File: src/rtl/magcmp_pkg.sv
package magcmp_pkg;

  // Ordering code carried between slices.
  typedef struct packed {
    logic gt;
    logic lt;
    logic eq;
  } order_t;

  // Seed for the least significant slice: "equal so far".
  localparam order_t ORDER_SEED = '{gt: 1'b0, lt: 1'b0, eq: 1'b1};

  localparam int unsigned FIELD_W = 4;

endpackage

File: src/rtl/magcmp_local.sv
// Orders one field pair by a priority scan from the MSB down.
module magcmp_local
  import magcmp_pkg::*;
#(
  parameter int unsigned W = FIELD_W
) (
  input  logic [W-1:0] a_i,
  input  logic [W-1:0] b_i,
  output order_t       rel_o
);

  // same_above[i] : all bits strictly above position i-1 match
  logic [W:0]   same_above;
  logic [W-1:0] win;
  logic [W-1:0] lose;

  assign same_above[W] = 1'b1;

  for (genvar i = W - 1; i >= 0; i--) begin : g_bit
    assign same_above[i] = same_above[i+1] & (a_i[i] ~^ b_i[i]);
    assign win[i]        = same_above[i+1] & a_i[i] & ~b_i[i];
    assign lose[i]       = same_above[i+1] & ~a_i[i] & b_i[i];
  end

  assign rel_o.gt = |win;
  assign rel_o.lt = |lose;
  assign rel_o.eq = same_above[0];

  // the local ordering is always a single choice
  always_comb begin
    assert_local_onehot_R4: assert ($onehot({rel_o.gt, rel_o.lt, rel_o.eq}))
      else $error("local ordering not one-hot");
  end

endmodule

File: src/rtl/magcmp_slice.sv
// One cascadable slice: local ordering folded with the ordering from below.
module magcmp_slice
  import magcmp_pkg::*;
#(
  parameter int unsigned W = FIELD_W
) (
  input  logic [W-1:0] a_i,
  input  logic [W-1:0] b_i,
  input  order_t       casc_i,
  output order_t       res_o
);

  order_t rel;

  magcmp_local #(.W(W)) i_local (
    .a_i  (a_i),
    .b_i  (b_i),
    .rel_o(rel)
  );

  always_comb begin
    res_o.gt = rel.gt | (rel.eq & casc_i.gt);
    res_o.lt = rel.lt | (rel.eq & casc_i.lt);
    res_o.eq = rel.eq & casc_i.eq;
  end

  always_comb begin
    // a differing field decides on its own
    if (a_i > b_i) begin
      assert_field_wins_R5: assert (res_o.gt && !res_o.lt && !res_o.eq)
        else $error("slice ignored its own greater field");
    end
    if (a_i < b_i) begin
      assert_field_loses_R5: assert (res_o.lt && !res_o.gt && !res_o.eq)
        else $error("slice ignored its own smaller field");
    end
    // matching fields pass the lower result through
    if (a_i == b_i) begin
      assert_pass_through_R6: assert (res_o == casc_i)
        else $error("slice altered the cascade on equal fields");
    end
    // a legal cascade code stays legal
    if ($onehot({casc_i.gt, casc_i.lt, casc_i.eq})) begin
      assert_slice_onehot_R4: assert ($onehot({res_o.gt, res_o.lt, res_o.eq}))
        else $error("slice output not one-hot");
    end
  end

endmodule

File: src/rtl/magcmp_chain.sv
// WIDTH-bit unsigned comparator built from a chain of 4-bit slices.
module magcmp_chain
  import magcmp_pkg::*;
#(
  parameter int unsigned WIDTH = 8
) (
  input  logic [WIDTH-1:0] a_i,
  input  logic [WIDTH-1:0] b_i,
  output logic             gt_o,
  output logic             lt_o,
  output logic             eq_o
);

  localparam int unsigned NSLICE = WIDTH / FIELD_W;

  // WIDTH must split into whole fields
  initial begin
    assert_width_multiple_R7: assert (WIDTH % FIELD_W == 0 && NSLICE > 0)
      else $error("WIDTH must be a positive multiple of the field width");
  end

  // link[k] feeds slice k; link[NSLICE] is the final result
  order_t link [NSLICE+1];

  assign link[0] = ORDER_SEED;

  for (genvar k = 0; k < NSLICE; k++) begin : g_slice
    magcmp_slice #(.W(FIELD_W)) i_slice (
      .a_i   (a_i[k*FIELD_W +: FIELD_W]),
      .b_i   (b_i[k*FIELD_W +: FIELD_W]),
      .casc_i(link[k]),
      .res_o (link[k+1])
    );
  end

  assign gt_o = link[NSLICE].gt;
  assign lt_o = link[NSLICE].lt;
  assign eq_o = link[NSLICE].eq;

  always_comb begin
    assert_final_onehot_R4: assert ($onehot({gt_o, lt_o, eq_o}))
      else $error("final flags not one-hot");
    assert_final_equal_R3: assert (eq_o == (a_i == b_i))
      else $error("equal flag disagrees with operands");
    assert_final_greater_R1: assert (gt_o == (a_i > b_i))
      else $error("greater flag disagrees with operands");
    assert_final_less_R2: assert (lt_o == (a_i < b_i))
      else $error("less flag disagrees with operands");
  end

endmodule

File: config.mk
export PLATFORM = sky130hd
export DESIGN_NAME = magcmp_chain
export DESIGN_NICKNAME = d
export VERILOG_FILES = /design/src/rtl/magcmp_pkg.sv /design/src/rtl/magcmp_local.sv /design/src/rtl/magcmp_slice.sv /design/src/rtl/magcmp_chain.sv
export SDC_FILE = /design/constraint.sdc
export NUM_CORES = 1
export LEC_CHECK = 0
export BUFFER_PORTS_ARGS = -buffer_cell sky130_fd_sc_hd__buf_4
export CELL_PAD_IN_SITES_DETAIL_PLACEMENT = 0
export CELL_PAD_IN_SITES_GLOBAL_PLACEMENT = 1
export CORE_AREA = 2 2 39 41
export DETAILED_ROUTE_END_ITERATION = 12
export DIE_AREA = 0 0 41 43
export MAX_ROUTING_LAYER = met4
export PLACE_DENSITY_LB_ADDON = 0.1
export SETUP_SLACK_MARGIN = 0.4
export SYNTH_ARGS = -nofsm -noshare
export SYNTH_HDL_FRONTEND = slang
export SYNTH_SLANG_ARGS = --single-unit
File: constraint.sdc
create_clock -name vclk -period 2.8
set_clock_uncertainty 0.1 [all_clocks]
set_input_delay 0.56 -clock vclk [all_inputs]
set_output_delay 0.56 -clock vclk [all_outputs]
set_load 0.01 [all_outputs]
After elaboration in Yosys (flattened, before gate mapping)

Index checks and enable logic that the tools add are counted.

Flip-flop bits (word level): 0
Input port bits: 16
Output and inout bits: 3
Logic and storage cells: 67

Bitwise operators: 63
Reduce and logical (&&, ||, !) cells: 4

Operator list:

| cell            | count |
|---|---|
| $and 1x1->1     | 37 |
| $not 1->1       | 16 |
| $reduce_or 4->1 | 4 |
| $xnor 1x1->1    | 8 |
| $or 1x1->1      | 2 |

Depth between registers and ports, before layout

Gate-level depths: netlist of the first run.

Depth after elaboration: 8
Depth in mapped cells: 6
Gate-level depth less buffers: 6

Cells and area by module

From an unflattened synthesis of the first run, not the netlist that was laid out.

Cell total of the unflattened synthesis: 46
Area, all modules: 330.3 um^2

Modules (own cells, without submodules):

| module       | instances | cells an instance | area an instance (um^2) | seq. area each (um^2) |
|---|---|---|---|---|
| magcmp_local | 2         | 19                | 138.9                   | 0.0 |
| magcmp_slice | 2         | 3                 | 22.5                    | 0.0 |
| magcmp_chain | 1         | 2                 | 7.5                     | 0.0 |

Worst setup path before layout of the first run

No wires, ideal clock.

Kind: input-to-output
Start: input port a_i[3]
End: output port gt_o
Arrival: 1.832 ns
Path slack: 0.308 ns
Stages on the path: 6
Path buffers: 0
Cell sequence: inv_1 -> ha_1 -> and3b_2 -> a311oi_1 -> a221oi_1 -> a311o_1

Cells in the longest elaborated chain, start to end: 8
Elaborated cells between the ends (all ways): 13

RTL lines:

| element                  | RTL line           | text |
|---|---|---|
| start, declared          | magcmp_chain.sv:7  | `input logic [WIDTH-1:0] a_i,` |
| $xnor 1x1->1             | magcmp_local.sv:20 | `assign same_above[i] = same_above[i+1] & (a_i[i] ~^ b_i[i]);` |
| $and 1x1->1 (2 in a row) | magcmp_local.sv:20 |  |
| $and 1x1->1 (2 in a row) | magcmp_local.sv:21 | `assign win[i] = same_above[i+1] & a_i[i] & ~b_i[i];` |
| $reduce_or 4->1 (*)      | magcmp_local.sv:25 | `assign rel_o.gt = \|win;` |
| $and 1x1->1 (*)          | magcmp_slice.sv:22 | `res_o.gt = rel.gt \| (rel.eq & casc_i.gt);` |
| $or 1x1->1 (*)           | magcmp_slice.sv:22 |  |
| end, declared            | magcmp_chain.sv:9  | `output logic gt_o,` |

Mark *: on every way between the ends. The rest lies on a longest branch, timed or not.

Worst setup path in the final report of the first run

Start: input port b_i[3]
End: output port lt_o

Cells in the longest elaborated chain, start to end: 8
Elaborated cells between the ends (all ways): 13

RTL lines:

| element                  | RTL line           | text |
|---|---|---|
| start, declared          | magcmp_chain.sv:8  | `input logic [WIDTH-1:0] b_i,` |
| $xnor 1x1->1             | magcmp_local.sv:20 |  |
| $and 1x1->1 (2 in a row) | magcmp_local.sv:20 |  |
| $and 1x1->1 (2 in a row) | magcmp_local.sv:22 | `assign lose[i] = same_above[i+1] & ~a_i[i] & b_i[i];` |
| $reduce_or 4->1 (*)      | magcmp_local.sv:26 | `assign rel_o.lt = \|lose;` |
| $and 1x1->1 (*)          | magcmp_slice.sv:23 | `res_o.lt = rel.lt \| (rel.eq & casc_i.lt);` |
| $or 1x1->1 (*)           | magcmp_slice.sv:23 |  |
| end, declared            | magcmp_chain.sv:10 | `output logic lt_o,` |

Marks and branches as above.

==> qor.yml, run 1 <==
synthAdderAreaFrac: 0.213
core_area_um2: 1380
grt_max_degree: 6
hold_class: "input pin to output pin"
antenna_found_initial: 0
p_total_w: 0.0000872
period_share: 0.919
synth_cell_types: 21
multi_input_area_um2: 343
wirelength_um: 848
critical-path-max-stage-delay_ps: 370
overflow: 0
hold_viol: 0
avgSynthCellArea_um2: 7.45
fill_cells: 146
synth_top_cell_by_area: "ha_1"
die_h_um: 43
insertedDiodeCount: 0
synth_xor_area_frac: 0.157
post_route_cells_drive_above_1_share: 0.462
rsz0062_at_grt: "true"
powerDensity_nw_per_um2: 157
min_path_cells: 3
via_count: 378
holdWs_ps: 1400
ir_drop_v: 0.0000429
syn2layout_area_growth_pct: 66.0
grt.total_usage: 0.0972
synth_top_family_by_area: "simple AND/OR/NAND/NOR gates"
ioPinCount: 19
nets: 87
dieArea_um2: 1760
layout.area.seq_um2: 0
holdPathEnd: "lt_o"
maxCapViolations: 0
place.gp.congestion: 0.680
cp.arrival_ps: 1910
critPathRequiredTime_ps: 2140
startpoint_type: "input pin"
synth_cells: 45
path_cells: "buf_6 -> ha_4 -> and3b_2 -> a311oi_2 -> a221oi_2 -> a311o_2 -> buf_6"
status: "complete, no violations"
tightest_slew_ps: 251
crit_family: "compound AO/OA/AOI/OAI gates"
drtPass1Iterations: 3
max_freq_ghz: 0.389
cpMaxStageDelayCell: "a311o_2"
synth_area_um2: 335
grt_pass1_wl_um: 1250
seq_cells: 0
critPathBufInv: 2
drv_slew: 0
dp.cells: 80
drtIter0Drc: 2
routedWlPerCell_um: 10.5
seq_area_frac_synth: 0
critPathCaptureType: "output pin"
synth_top_area_frac: 0.149
hp-start: "b_i[4]"
clkbuf_count: 0
post-dp-hpwl_um: 674
setup_viol: 0
yosysWarningCount: 0
crit_fanout: 5
synth_compound_area_frac: 0.213
leakage_nw: 0.273
tns_ps: 0
slew_headroom: 0.832
start_util: 0.242
drtAntennaViolNets: 0
crit_top_cell: "buf_6"
grt_pass1_vias: 347
critPathKind: "input pin to output pin"
muxShareOfSynthArea: 0
drc_errors: 0
routed_via_density: 4.67
die_w_um: 41
ys_top_cells_by_area: "ha_1 15%, xor2_1 10%, inv_1 9.0%"
layoutNonFillerInstCount: 81
syn-num-nets: 65
synth-simple-area-share: 0.328
fp-row-count: 14
io_buffer_count: 19
min_period_ps: 2570
## cell usage in the layout, fill, tap and decap left out, drive strengths merged, types with 2 or more instances in the layout
master and n:
inv 8, and3b 2, a221oi 2, a311oi 2, buf 20, xnor2 2
nand3b 2, ha 4, a311o 2, xor2 4, maj3 2, a21o 2
nor2b 4, or3 2, nand2b 2
## cell families after synthesis
logic type               Yosys count
adder cells (fa/ha/maj)            6
buffers and inverters              8
AO/OA/AOI/OAI                      8
XOR/XNOR                           6
AND/OR/NAND/NOR                   17
## per-stage QoR
step	setup WS [ps]	utilization	instance area [µm²]
2_1_floorplan	423	-	348
3_3_place_gp	36.6	0.369	510
3_5_place_dp	62.8	0.369	510
4_1_cts	225	0.398	551
5_1_grt	163	0.402	557
6_report	227	0.402	557
## cell usage after synthesis
cell / count
a21o_1: 2
a221oi_1: 2
a311o_1: 1
a311o_2: 1
a311oi_1: 2
and3_1: 1
and3b_2: 2
ha_1: 4
inv_1: 8
maj3_1: 1
maj3_2: 1
nand2_1: 1
nand2b_1: 2
nand3_1: 1
nand3b_1: 2
nor2_1: 1
nor2b_1: 4
nor4_1: 1
or3_1: 2
xnor2_1: 2
xor2_1: 4
## report_power, final
group	leakage, nW	switching, W	internal, W
Combinational	0.273	0.0000378	0.0000494
Clock	0	0	0
Sequential	0	0	0
Total	0.273	0.0000378	0.0000494
## routing by layer
layer  vias to the layer above  track usage  part of all wire
met3                         0            0             0.055
met5                         -            -                 0
met2                        11        0.175              0.46
met4                         0            0                 0
li1                        201            -                 -
met1                       166        0.123              0.48
## worst max path at each step
| stage | from | end | cells past startpoint |
|---|---|---|---|
| finish | b_i[3] | lt_o | 7 |
| global route | a_i[3] | lt_o | 8 |
| floorplan | a_i[3] | lt_o | 6 |
| CTS | b_i[3] | lt_o | 7 |
| detailed placement | a_i[3] | lt_o | 8 |
| global placement | a_i[3] | lt_o | 8 |
## final cells by class
cell class / count / area share
Multi-Input combinational cell: 37 / 0.616
Inverter: 8 / 0.0584
Timing Repair Buffer: 20 / 0.290
Tap cell: 16 / 0.0360
## timing repair
item                       in CTS  in global routing
gates resized for setup         8                  1
hold buffers                    0                  0
pin swaps                       9                  0
setup endpoints to repair       2                  2
buffers inserted                1                  0
Note: power is estimated with default switching activity, not from simulation.
==> run 2: changes to the inputs <==
Settings changed: PLACE_DENSITY from default to 0.68, PLACE_DENSITY_LB_ADDON 0.1 to default.
==> qor.yml, run 2 (synthesis gave the netlist of run 1 again) <==
critPathCaptureType: "output pin"
slew_headroom: 0.834
drc_errors: 0
grt.total_usage: 0.108
place.gp.congestion: 0.666
layout.area.seq_um2: 0
crit_start: "b_i[3]"
io_buffer_count: 19
grt_pass1_wl_um: 1380
dieArea_um2: 1760
via_count: 383
powerDensity_nw_per_um2: 158
rsz0062_at_grt: "true"
post-dp-hpwl_um: 701
cpMaxStageDelayCell: "a311o_1"
path_cells: "buf_6 -> ha_4 -> and3b_2 -> a311oi_2 -> a221oi_2 -> a311o_1 -> buf_4"
min_period_ps: 2540
overflow: 0
post_route_cells_drive_above_1_share: 0.477
tns_ps: 0
ir_drop_v: 0.0000607
insertedDiodeCount: 0
max_freq_ghz: 0.394
grt_pass1_vias: 370
leakage_nw: 0.272
maxCapViolations: 0
cp.arrival_ps: 1880
drv_slew: 0
die_h_um: 43
drtAntennaViolNets: 0
drtPass1Iterations: 4
clkbuf_count: 0
dp.cells: 80
period_share: 0.907
antenna_found_initial: 0
drtIter0Drc: 7
tightest_slew_ps: 249
grt_max_degree: 7
core_area_um2: 1380
wirelength_um: 833
crit_fanout: 6
startpoint_type: "input pin"
critPathKind: "input pin to output pin"
die_w_um: 41
fp-row-count: 14
hold_viol: 0
setup_viol: 0
ioPinCount: 19
critPathRequiredTime_ps: 2140
status: "complete, no violations"
hold_class: "input pin to output pin"
nets: 87
routedWlPerCell_um: 10.3
min_path_cells: 3
hp-start: "a_i[4]"
syn2layout_area_growth_pct: 67.5
seq_cells: 0
cts_hold_buf: 0
final_common_cell: "buf_4"
layout_common_cells: "17 x buf_4, 7 x inv_1, 4 x xor2_1, 4 x nor2b_1"
layoutNonFillerInstCount: 81
routed_via_density: 4.73
start_util: 0.242
critical-path-max-stage-delay_ps: 280
==> run 2: cell counts in the layout (fill, tap and decap cells not counted) <==
No cell type changed its count.
==> run 2: final timing paths <==
check	to	slack (ps)
max	gt_o	260
min	gt_o	1390
==> run 2: power breakdown <==
group / switching (W) / internal (W)
clock network: 0 / 0
registers: 0 / 0
logic: 0.0000386 / 0.0000500
total: 0.0000386 / 0.0000500
==> run 2: layer usage <==
metal,GRT usage,wire (µm),up-vias
li1,-,-,202
met1,0.120,344,168
met2,0.213,437,13
met3,0,50,0
met4,0,0,0
met5,-,0,-
==> run 2: repair_timing <==
item,4_1_cts,5_1_grt
resized for setup,8,2
setup endpoints to repair,2,3
setup buffers,1,0
pin swaps,7,3
==> run 2: metrics by stage <==
stage	setup WS, ps	hold slack [ps]	utilization	cell area [µm²]	power, W
after floorplan	423	1190	-	348	0.0000405
after global placement	79.7	1400	0.369	510	0.0000769
after detailed placement	106	1390	0.369	510	0.0000774
after global routing	170	1410	0.406	562	0.0000968
final	261	1390	0.406	562	0.0000886
after CTS	254	1400	0.398	551	0.0000873
==> run 2: final cells by class <==
type	count	area, µm²
inverter	8	32.5
multi-input combinational	37	348
timing repair buffer	20	161
fill	142	822
tap	16	20.0
==> run 2: worst max-delay path: cells and delay by family <==
| kind | cells | cell delay (ps) |
|---|---|---|
| compound gates | 3 | 600 |
| buf+inv | 2 | 240 |
| fa+ha+maj | 1 | 250 |
| simple gates | 1 | 210 |
==> run 3: changes to the inputs <==
Settings changed: SETUP_SLACK_MARGIN 0.4 to 0.3.
==> qor.yml, run 3 (synthesis gave the netlist of run 1 again) <==
grt_max_degree: 6
powerDensity_nw_per_um2: 159
io_buffer_count: 19
wirelength_um: 837
seq_cells: 0
grt_pass1_wl_um: 1280
pwr-share-comb: 1.000
maxCapViolations: 0
post_route_cells_drive_above_1_share: 0.493
ir_drop_v: 0.0000613
hold_class: "input pin to output pin"
critPathCaptureType: "output pin"
fill_cells: 153
tightest_slew_ps: 243
core_area_um2: 1380
drtPass1Iterations: 4
ioPinCount: 19
post-dp-hpwl_um: 676
via_count: 383
place.gp.congestion: 0.644
period_share: 0.918
routedWlPerCell_um: 10.1
leakage_nw: 0.286
power.switching_w: 0.0000388
fp-row-count: 14
dieArea_um2: 1760
cp.arrival_ps: 1910
grt.total_usage: 0.0972
dp.cells: 81
layout.area.seq_um2: 0
setup_viol: 0
die_w_um: 41
crit_start: "b_i[3]"
rsz0062_at_grt: "true"
antenna_found_initial: 0
start_util: 0.242
layoutNonFillerInstCount: 83
nets: 89
hold_viol: 0
critPathKind: "input pin to output pin"
overflow: 0
drv_slew: 0
slew_headroom: 0.836
clkPwrFrac: 0
final_common_cell: "buf_4"
status: "complete, no violations"
syn2layout_area_growth_pct: 74.3
startpoint_type: "input pin"
setup_ws_ps: 231
clkbuf_count: 0
layout_common_cells: "18 x buf_4, 7 x inv_1, 4 x xor2_1, 4 x nor2b_1"
multi_input_area_um2: 348
intPower_w: 0.0000541
insertedDiodeCount: 0
drtIter0Drc: 7
critPathRequiredTime_ps: 2140
max_freq_ghz: 0.389
post-place-ws_ps: 69.3
p_total_w: 0.0000929
routed_via_density: 4.61
tns_ps: 0
grt_pass1_vias: 348
die_h_um: 43
crit_end: "gt_o"
crit_fanout: 4
drc_errors: 0
fin_util: 0.422
pwr-share-seq: 0
drtAntennaViolNets: 0
min_period_ps: 2570
p_sw_frac: 0.417
## run 3: power by group through the flow
stage	clock, W	combinational (W)	sequential [W]
floorplan	0	0.0000384	0
CTS	0	0.0000926	0
global placement	0	0.0000754	0
finish	0	0.0000929	0
global route	0	0.000101	0
detailed placement	0	0.0000759	0
## run 3: worst min-delay path by stage
| stage | end | cells after the start | slack, ps | start |
|---|---|---|---|---|
| 2_1_floorplan | lt_o | 1 | 1190 | b_i[4] |
| 3_3_place_gp | gt_o | 3 | 1390 | a_i[4] |
| 3_5_place_dp | lt_o | 3 | 1400 | b_i[4] |
| 4_1_cts | lt_o | 3 | 1400 | b_i[4] |
| 5_1_grt | lt_o | 3 | 1410 | b_i[4] |
| 6_report | lt_o | 3 | 1390 | b_i[4] |
## run 3: worst max-delay path: stages
cell      delay (ps)
buf_6            100
ha_4             260
buf_6            100
nand3b_1          80
or3_4            330
a221oi_2         220
a311o_1          150
buf_4            120
## run 3: metal layers
metal,vias up,global-route usage,routed length [µm]
met5,-,-,0
met4,0,0,0
met3,0,0,62
met2,12,0.178,389
met1,163,0.120,386
li1,208,-,-
## run 3: layout make-up
type | count | share of cell area
inverters | 8 | 0.0557
multi-input cells | 37 | 0.595
well taps | 16 | 0.0343
repair buffers | 22 | 0.315
## run 3: per-stage QoR
step / hold slack, ps / cell area [µm²]
after floorplan: 1190 / 335
after global placement: 1390 / 505
after detailed placement: 1400 / 505
after CTS: 1400 / 579
after global routing: 1410 / 584
final: 1390 / 584
## run 3: what timing repair did
item                       4_1_cts  5_1_grt
setup buffers                    2        0
setup endpoints to repair        2        2
gates resized for setup         12        1
pin swaps                        7        3
hold buffers                     0        0
